===== config.mk =====
export PLATFORM = sky130hd
export DESIGN_NAME = branch_target_unit
export DESIGN_NICKNAME = d
export VERILOG_FILES = /design/src/rtl/btu_pkg.sv /design/src/rtl/btu_store.sv /design/src/rtl/btu_lookup.sv /design/src/rtl/btu_resolve.sv /design/src/rtl/branch_target_unit.sv
export SDC_FILE = /design/constraint.sdc
export NUM_CORES = 1
export LEC_CHECK = 0
export ABC_CLOCK_PERIOD_IN_PS = 5100
export BUFFER_PORTS_ARGS = -buffer_cell sky130_fd_sc_hd__buf_2
export CAP_MARGIN = 10
export CORE_ASPECT_RATIO = 0.5
export CORE_UTILIZATION = 63
export CTS_BUF_LIST = sky130_fd_sc_hd__clkbuf_4 sky130_fd_sc_hd__clkbuf_8
export DETAILED_ROUTE_END_ITERATION = 10
export GPL_ROUTABILITY_DRIVEN = 0
export PLACE_DENSITY = 0.86
export SKIP_CTS_REPAIR_TIMING = 1
export SLEW_MARGIN = 40
export SYNTH_ARGS = -nofsm -noshare
export SYNTH_HDL_FRONTEND = slang
export SYNTH_SLANG_ARGS = --single-unit

===== constraint.sdc =====
create_clock -name clk -period 5.1 [get_ports clk]
set_input_delay 0.765 -clock clk [delete_from_list [all_inputs] [get_ports clk]]
set_output_delay 0.765 -clock clk [all_outputs]
set_load 0.005 [all_outputs]

===== src/rtl/btu_pkg.sv =====
package btu_pkg;
  localparam int unsigned ALIGN_W    = 2;
  localparam int unsigned INSN_BYTES = 4;

  typedef enum logic [1:0] {
    MP_NONE,
    MP_UNSEEN_TAKEN,
    MP_BAD_TARGET,
    MP_FALSE_TAKEN
  } mp_kind_e;
endpackage


===== src/rtl/btu_store.sv =====
module btu_store
  import btu_pkg::*;
#(
  parameter int PC_W    = 32,
  parameter int ENTRIES = 16
) (
  input  logic                              clk,
  input  logic                              rst_n,
  input  logic [$clog2(ENTRIES)-1:0]        rd_idx,
  output logic                              rd_valid,
  output logic [PC_W-$clog2(ENTRIES)-ALIGN_W-1:0] rd_tag,
  output logic [PC_W-1:0]                   rd_tgt,
  input  logic                              wr_en,
  input  logic [$clog2(ENTRIES)-1:0]        wr_idx,
  input  logic [PC_W-$clog2(ENTRIES)-ALIGN_W-1:0] wr_tag,
  input  logic [PC_W-1:0]                   wr_tgt
);
  localparam int IDX_W = $clog2(ENTRIES);
  localparam int TAG_W = PC_W - IDX_W - ALIGN_W;

  logic [ENTRIES-1:0] vld_q;
  logic [TAG_W-1:0]   tag_q [ENTRIES];
  logic [PC_W-1:0]    tgt_q [ENTRIES];

  always_ff @(posedge clk or negedge rst_n) begin
    if (!rst_n) begin
      vld_q <= '0;
    end else if (wr_en) begin
      vld_q[wr_idx] <= 1'b1;
    end
  end

  always_ff @(posedge clk) begin
    for (int e = 0; e < ENTRIES; e++) begin
      if (wr_en && wr_idx == IDX_W'(e)) begin
        tag_q[e] <= wr_tag;
        tgt_q[e] <= wr_tgt;
      end
    end
  end

  assign rd_valid = vld_q[rd_idx];
  assign rd_tag   = tag_q[rd_idx];
  assign rd_tgt   = tgt_q[rd_idx];

  // every entry is invalid once reset has been applied
  a_r1_cleared: assert property (@(posedge clk) $past(!rst_n) |-> vld_q == '0);

  // a write leaves the entry valid with the written target
  a_r5_installed: assert property (@(posedge clk) disable iff (!rst_n)
    wr_en |=> vld_q[$past(wr_idx)] && tgt_q[$past(wr_idx)] == $past(wr_tgt));

  // without a write the valid flags do not move
  a_r6_untouched: assert property (@(posedge clk) disable iff (!rst_n)
    !wr_en |=> $stable(vld_q));
endmodule


===== src/rtl/btu_lookup.sv =====
module btu_lookup
  import btu_pkg::*;
#(
  parameter int PC_W    = 32,
  parameter int ENTRIES = 16
) (
  input  logic [PC_W-1:0]                   pc,
  input  logic                              dir_taken,
  output logic [$clog2(ENTRIES)-1:0]        rd_idx,
  input  logic                              ent_valid,
  input  logic [PC_W-$clog2(ENTRIES)-ALIGN_W-1:0] ent_tag,
  input  logic [PC_W-1:0]                   ent_tgt,
  output logic                              hit,
  output logic [PC_W-1:0]                   target,
  output logic [PC_W-1:0]                   next_pc
);
  localparam int IDX_W = $clog2(ENTRIES);
  localparam int TAG_W = PC_W - IDX_W - ALIGN_W;

  function automatic logic [IDX_W-1:0] idx_of(input logic [PC_W-1:0] a);
    return a[IDX_W+ALIGN_W-1:ALIGN_W];
  endfunction

  function automatic logic [TAG_W-1:0] tag_of(input logic [PC_W-1:0] a);
    return a[PC_W-1:IDX_W+ALIGN_W];
  endfunction

  function automatic logic [PC_W-1:0] seq_of(input logic [PC_W-1:0] a);
    return a + PC_W'(INSN_BYTES);
  endfunction

  logic follow;

  assign rd_idx  = idx_of(pc);
  assign hit     = ent_valid && (ent_tag == tag_of(pc));
  assign target  = ent_tgt;
  assign follow  = hit && dir_taken;
  assign next_pc = follow ? ent_tgt : seq_of(pc);
endmodule


===== src/rtl/btu_resolve.sv =====
module btu_resolve
  import btu_pkg::*;
#(
  parameter int PC_W = 32
) (
  input  logic            clk,
  input  logic            rst_n,
  input  logic            rs_valid,
  input  logic [PC_W-1:0] rs_pc,
  input  logic            rs_taken,
  input  logic [PC_W-1:0] rs_target,
  input  logic            rs_pred_hit,
  input  logic [PC_W-1:0] rs_pred_target,
  output logic            mp_valid,
  output logic [PC_W-1:0] mp_pc
);
  function automatic logic [PC_W-1:0] fix_of(input logic taken,
                                             input logic [PC_W-1:0] pc,
                                             input logic [PC_W-1:0] tgt);
    return taken ? tgt : pc + PC_W'(INSN_BYTES);
  endfunction

  mp_kind_e kind;

  always_comb begin
    kind = MP_NONE;
    if (rs_valid) begin
      if (rs_taken) begin
        if (!rs_pred_hit)                     kind = MP_UNSEEN_TAKEN;
        else if (rs_pred_target != rs_target) kind = MP_BAD_TARGET;
      end else if (rs_pred_hit) begin
        kind = MP_FALSE_TAKEN;
      end
    end
  end

  always_ff @(posedge clk or negedge rst_n) begin
    if (!rst_n) begin
      mp_valid <= 1'b0;
      mp_pc    <= '0;
    end else begin
      mp_valid <= (kind != MP_NONE);
      mp_pc    <= fix_of(rs_taken, rs_pc, rs_target);
    end
  end

  // a mispredict only follows a resolution one cycle earlier
  a_r9_from_resolution: assert property (@(posedge clk) disable iff (!rst_n)
    mp_valid |-> $past(rs_valid));

  // a taken branch restarts at its real target
  a_r7_taken_fix: assert property (@(posedge clk) disable iff (!rst_n)
    mp_valid && $past(rs_taken) |-> mp_pc == $past(rs_target));
endmodule


===== src/rtl/branch_target_unit.sv =====
module branch_target_unit
  import btu_pkg::*;
#(
  parameter int PC_W    = 32,
  parameter int ENTRIES = 16
) (
  input  logic            clk,
  input  logic            rst_n,
  input  logic [PC_W-1:0] fe_pc,
  input  logic            fe_dir_taken,
  output logic            fe_hit,
  output logic [PC_W-1:0] fe_target,
  output logic [PC_W-1:0] fe_next_pc,
  input  logic            rs_valid,
  input  logic [PC_W-1:0] rs_pc,
  input  logic            rs_taken,
  input  logic [PC_W-1:0] rs_target,
  input  logic            rs_pred_hit,
  input  logic [PC_W-1:0] rs_pred_target,
  output logic            mp_valid,
  output logic [PC_W-1:0] mp_pc
);
  localparam int IDX_W = $clog2(ENTRIES);
  localparam int TAG_W = PC_W - IDX_W - ALIGN_W;

  logic [IDX_W-1:0] rd_idx;
  logic             ent_valid;
  logic [TAG_W-1:0] ent_tag;
  logic [PC_W-1:0]  ent_tgt;
  logic             wr_en;
  logic [IDX_W-1:0] wr_idx;
  logic [TAG_W-1:0] wr_tag;

  assign wr_en  = rs_valid && rs_taken;
  assign wr_idx = rs_pc[IDX_W+ALIGN_W-1:ALIGN_W];
  assign wr_tag = rs_pc[PC_W-1:IDX_W+ALIGN_W];

  btu_store #(.PC_W(PC_W), .ENTRIES(ENTRIES)) u_store (
    .clk(clk), .rst_n(rst_n),
    .rd_idx(rd_idx), .rd_valid(ent_valid), .rd_tag(ent_tag), .rd_tgt(ent_tgt),
    .wr_en(wr_en), .wr_idx(wr_idx), .wr_tag(wr_tag), .wr_tgt(rs_target)
  );

  btu_lookup #(.PC_W(PC_W), .ENTRIES(ENTRIES)) u_lookup (
    .pc(fe_pc), .dir_taken(fe_dir_taken), .rd_idx(rd_idx),
    .ent_valid(ent_valid), .ent_tag(ent_tag), .ent_tgt(ent_tgt),
    .hit(fe_hit), .target(fe_target), .next_pc(fe_next_pc)
  );

  btu_resolve #(.PC_W(PC_W)) u_resolve (
    .clk(clk), .rst_n(rst_n),
    .rs_valid(rs_valid), .rs_pc(rs_pc), .rs_taken(rs_taken),
    .rs_target(rs_target), .rs_pred_hit(rs_pred_hit),
    .rs_pred_target(rs_pred_target),
    .mp_valid(mp_valid), .mp_pc(mp_pc)
  );

  // a miss falls through to the sequential address
  a_r2_miss_seq: assert property (@(posedge clk) disable iff (!rst_n)
    !fe_hit |-> fe_next_pc == fe_pc + PC_W'(INSN_BYTES));

  // a hit guessed taken redirects to the cached target
  a_r3_hit_redirect: assert property (@(posedge clk) disable iff (!rst_n)
    fe_hit && fe_dir_taken |-> fe_next_pc == fe_target);

  // a not-taken mispredict needs a followed hit and restarts sequentially
  a_r8_false_taken: assert property (@(posedge clk) disable iff (!rst_n)
    mp_valid && !$past(rs_taken) |->
      $past(rs_pred_hit) && mp_pc == $past(rs_pc) + PC_W'(INSN_BYTES));
endmodule


==> qor.yml <==
seq_area_um2: 29100
power_uw: 16200
yosysSeqAreaShare_pct: 72.7
grt_remaining_overflow: 0
syn-cell-area_um2: 40000
synth_fp_nets: 2130
crit_path_max_incr_delay_ns: 0.58
clock-sinks: 977
critPathArrivalTime_ns: 4.30
yosys.area_share.xor_xnor_pct: 2.28
grt_pass1_wl_um: 162000
hold_violations: 0
worstReg2RegEnd: "u_store.vld_q[12]$_DFFE_PN0P_"
yosys.cell_types.count: 69
cts_buffer_depth: 3
muxShareOfSynthArea_pct: 17.5
detail_route.wl_per_cell_um: 35.0
crit_required_ns: 4.34
drc: 0
crit_type: "reg2out"
drt-total-wl_um: 114000
synth_flop_cell: "edfxtp_1"
viasPerCell: 7.22
drv_slew: 0
grt_max_degree: 91
synth_adder_area_share_pct: 0.156
worst-path-buf-inv: 2
die_w_um: 358
outcome: "complete, no violations"
h-tree-depth: 4
fin_cells: 3267
fin_skew_ns: 0
fmax_ghz: 0.198
synth-edff-count: 928
hold_class: "in2async"
min_period_ns: 5.06
p_leak_uw: 0.0153
start_util_pct: 64.6
reg2reg_slack_ns: 4.27
reg2reg_depth: 1
clk_latency_ns: 0.72
root_buffer: "clkbuf_8"
dp_hpwl_um: 66900
postRouteAntennaNets: 0
synth_compound_area_share_pct: 2.29
cts_tree: "yes"
cp-end-kind: "primary output"
ys_ff_latch: 977
max_slew_margin_pct: 32.9
maxCapViolations: 0
multi_input_area_um2: 10400
synth-simple-area-share_pct: 3.49
finalSetupViolCount: 0
dieArea_um2: 64600
portBuffers: 231
ir_drop_v: 0.000232
path_clk_slew_ns: 0.08
place_inst: 3023
grt_pass1_vias: 23800
cpLargestDelayFamily: "simple AND/OR/NAND/NOR gates"
numCtsBuffers: 132
rows: 64
synth_top_family_by_area: "multiplexers"
whs_ns: 0.148
io_pins: 232
r2r_start: "u_store.vld_q[12]$_DFFE_PN0P_"
rsz0062_at_grt: "false"
fin_crit_sh_pct: 99.2
ys_warn_count: 0
slowest_stage: "or4_1"
syn_to_final_growth_pct: 13.5
avgSynthCellArea_um2: 20.1
crit_chain: "mux4_2 -> nor2b_1 -> a211oi_1 -> a21oi_1 -> xor2_1 -> or4_1 -> or4_4 -> clkbuf_16 -> mux2_4 -> buf_2"
crit_fanout: 16
layout-drive-gt1-share_pct: 35.3
die_y_um: 180
startpoint_type: "flip-flop"
vias: 23600
core-area_um2: 61900
first_pass_iters: 6
worstMarginPinSlew_ns: 0.998
async_reset_ff_share_pct: 5.02
fin_setup_tns_ns: 0
fin_nets: 2473
drt_iter0_drc: 4057
antenna_found_initial: 10
gr-usage-all-layers_pct: 35.8
power_density_nw_per_um2: 358
fillers: 3177
syn_inst: 1991
==> layout by cell type (no fill, tap or decap), drive strengths merged, types with 6 or more instances in the layout <==
cell    instances
diode           9
nand2b         10
xor2           52
a22o            8
xnor2          52
nor4b           6
mux2           49
nand4          19
nor2b          14
and3            8
a22oi          11
buf           315
clkinv         39
nor4           11
inv            23
nor3           19
nand3          39
a21oi          15
or2            19
o21ai          43
nand2          58
dfrtp          49
o22ai           6
mux2i          91
mux4          241
nor2           42
clkbuf        183
edfxtp        928
==> flip-flops by register name, indices dropped and copies added, names as in the netlist <==
name	cells
u_store.tag_q	416
u_resolve.mp_pc	32
u_store.tgt_q	512
u_resolve.mp_valid	1
u_store.vld_q	16
==> worst max path at each step <==
stage | cells past startpoint | start | to | slack, ns
6_report | 10 | u_store.tag_q[0][11]$_DFFE_PP_ | fe_next_pc[19] | 0.04
5_1_grt | 12 | fe_pc[2] | fe_next_pc[26] | 0.03
4_1_cts | 12 | fe_pc[3] | fe_next_pc[11] | -0.15
3_5_place_dp | 12 | fe_pc[3] | fe_next_pc[10] | -0.08
3_3_place_gp | 12 | fe_pc[3] | fe_next_pc[18] | -0.002
2_1_floorplan | 10 | fe_pc[2] | fe_next_pc[10] | 0.47
==> logic make-up after synthesis <==
kind of cell               after synthesis
adders and majority gates                5
DFF                                    977
and+or+nand+nor                        266
muxes                                  381
AOI/OAI and AO/OA                      133
xor gates and xnor gates               104
buffers and inverters                  125
==> metal layers <==
metal	vias to the layer above	GRT usage, %	routed length (um)
li1	8894	-	-
met1	11700	47.6	37000
met2	2492	54.8	53800
met3	462	9.73	16700
met4	2	19.4	6730
met5	-	0	12
==> cells in the mapped netlist (20+ instances only) <==
| cell | count | area [um^2] |
|---|---|---|
| edfxtp_1 | 928 | 27900 |
| mux4_2 | 241 | 5430 |
| mux2i_1 | 91 | 911 |
| nand2_1 | 58 | 218 |
| xnor2_1 | 52 | 455 |
| xor2_1 | 52 | 455 |
| dfrtp_1 | 49 | 1230 |
| clkbuf_1 | 47 | 176 |
| nor2_1 | 42 | 158 |
| o21ai_0 | 42 | 210 |
| nand3_1 | 39 | 195 |
| mux2_4 | 29 | 435 |
| buf_2 | 20 | 100 |
| mux2_2 | 20 | 225 |
==> layout make-up <==
cell class / instances / area share, %
Multi-Input combinational cell: 889 / 23.0
Tap cell: 825 / 2.27
Inverter: 17 / 0.143
Clock buffer: 181 / 4.92
Clock inverter: 52 / 0.749
Antenna cell: 9 / 0.0496
Sequential cell: 977 / 64.1
Timing Repair Buffer: 317 / 4.78
==> stage by stage <==
stage	utilization, %	worst slack [ns]	instance area, um^2
2_1_floorplan	-	0.468	40000
3_3_place_gp	69.0	-0.00168	42700
3_5_place_dp	69.0	-0.0818	42700
4_1_cts	73.2	-0.148	45300
5_1_grt	73.3	0.0264	45400
6_report	73.4	0.0387	45400
==> power breakdown <==
group          switching (uW)  internal [uW]
combinational             783            516
clock                    2950           3010
sequential               54.8           8920
(Power assumes the default switching activity.)
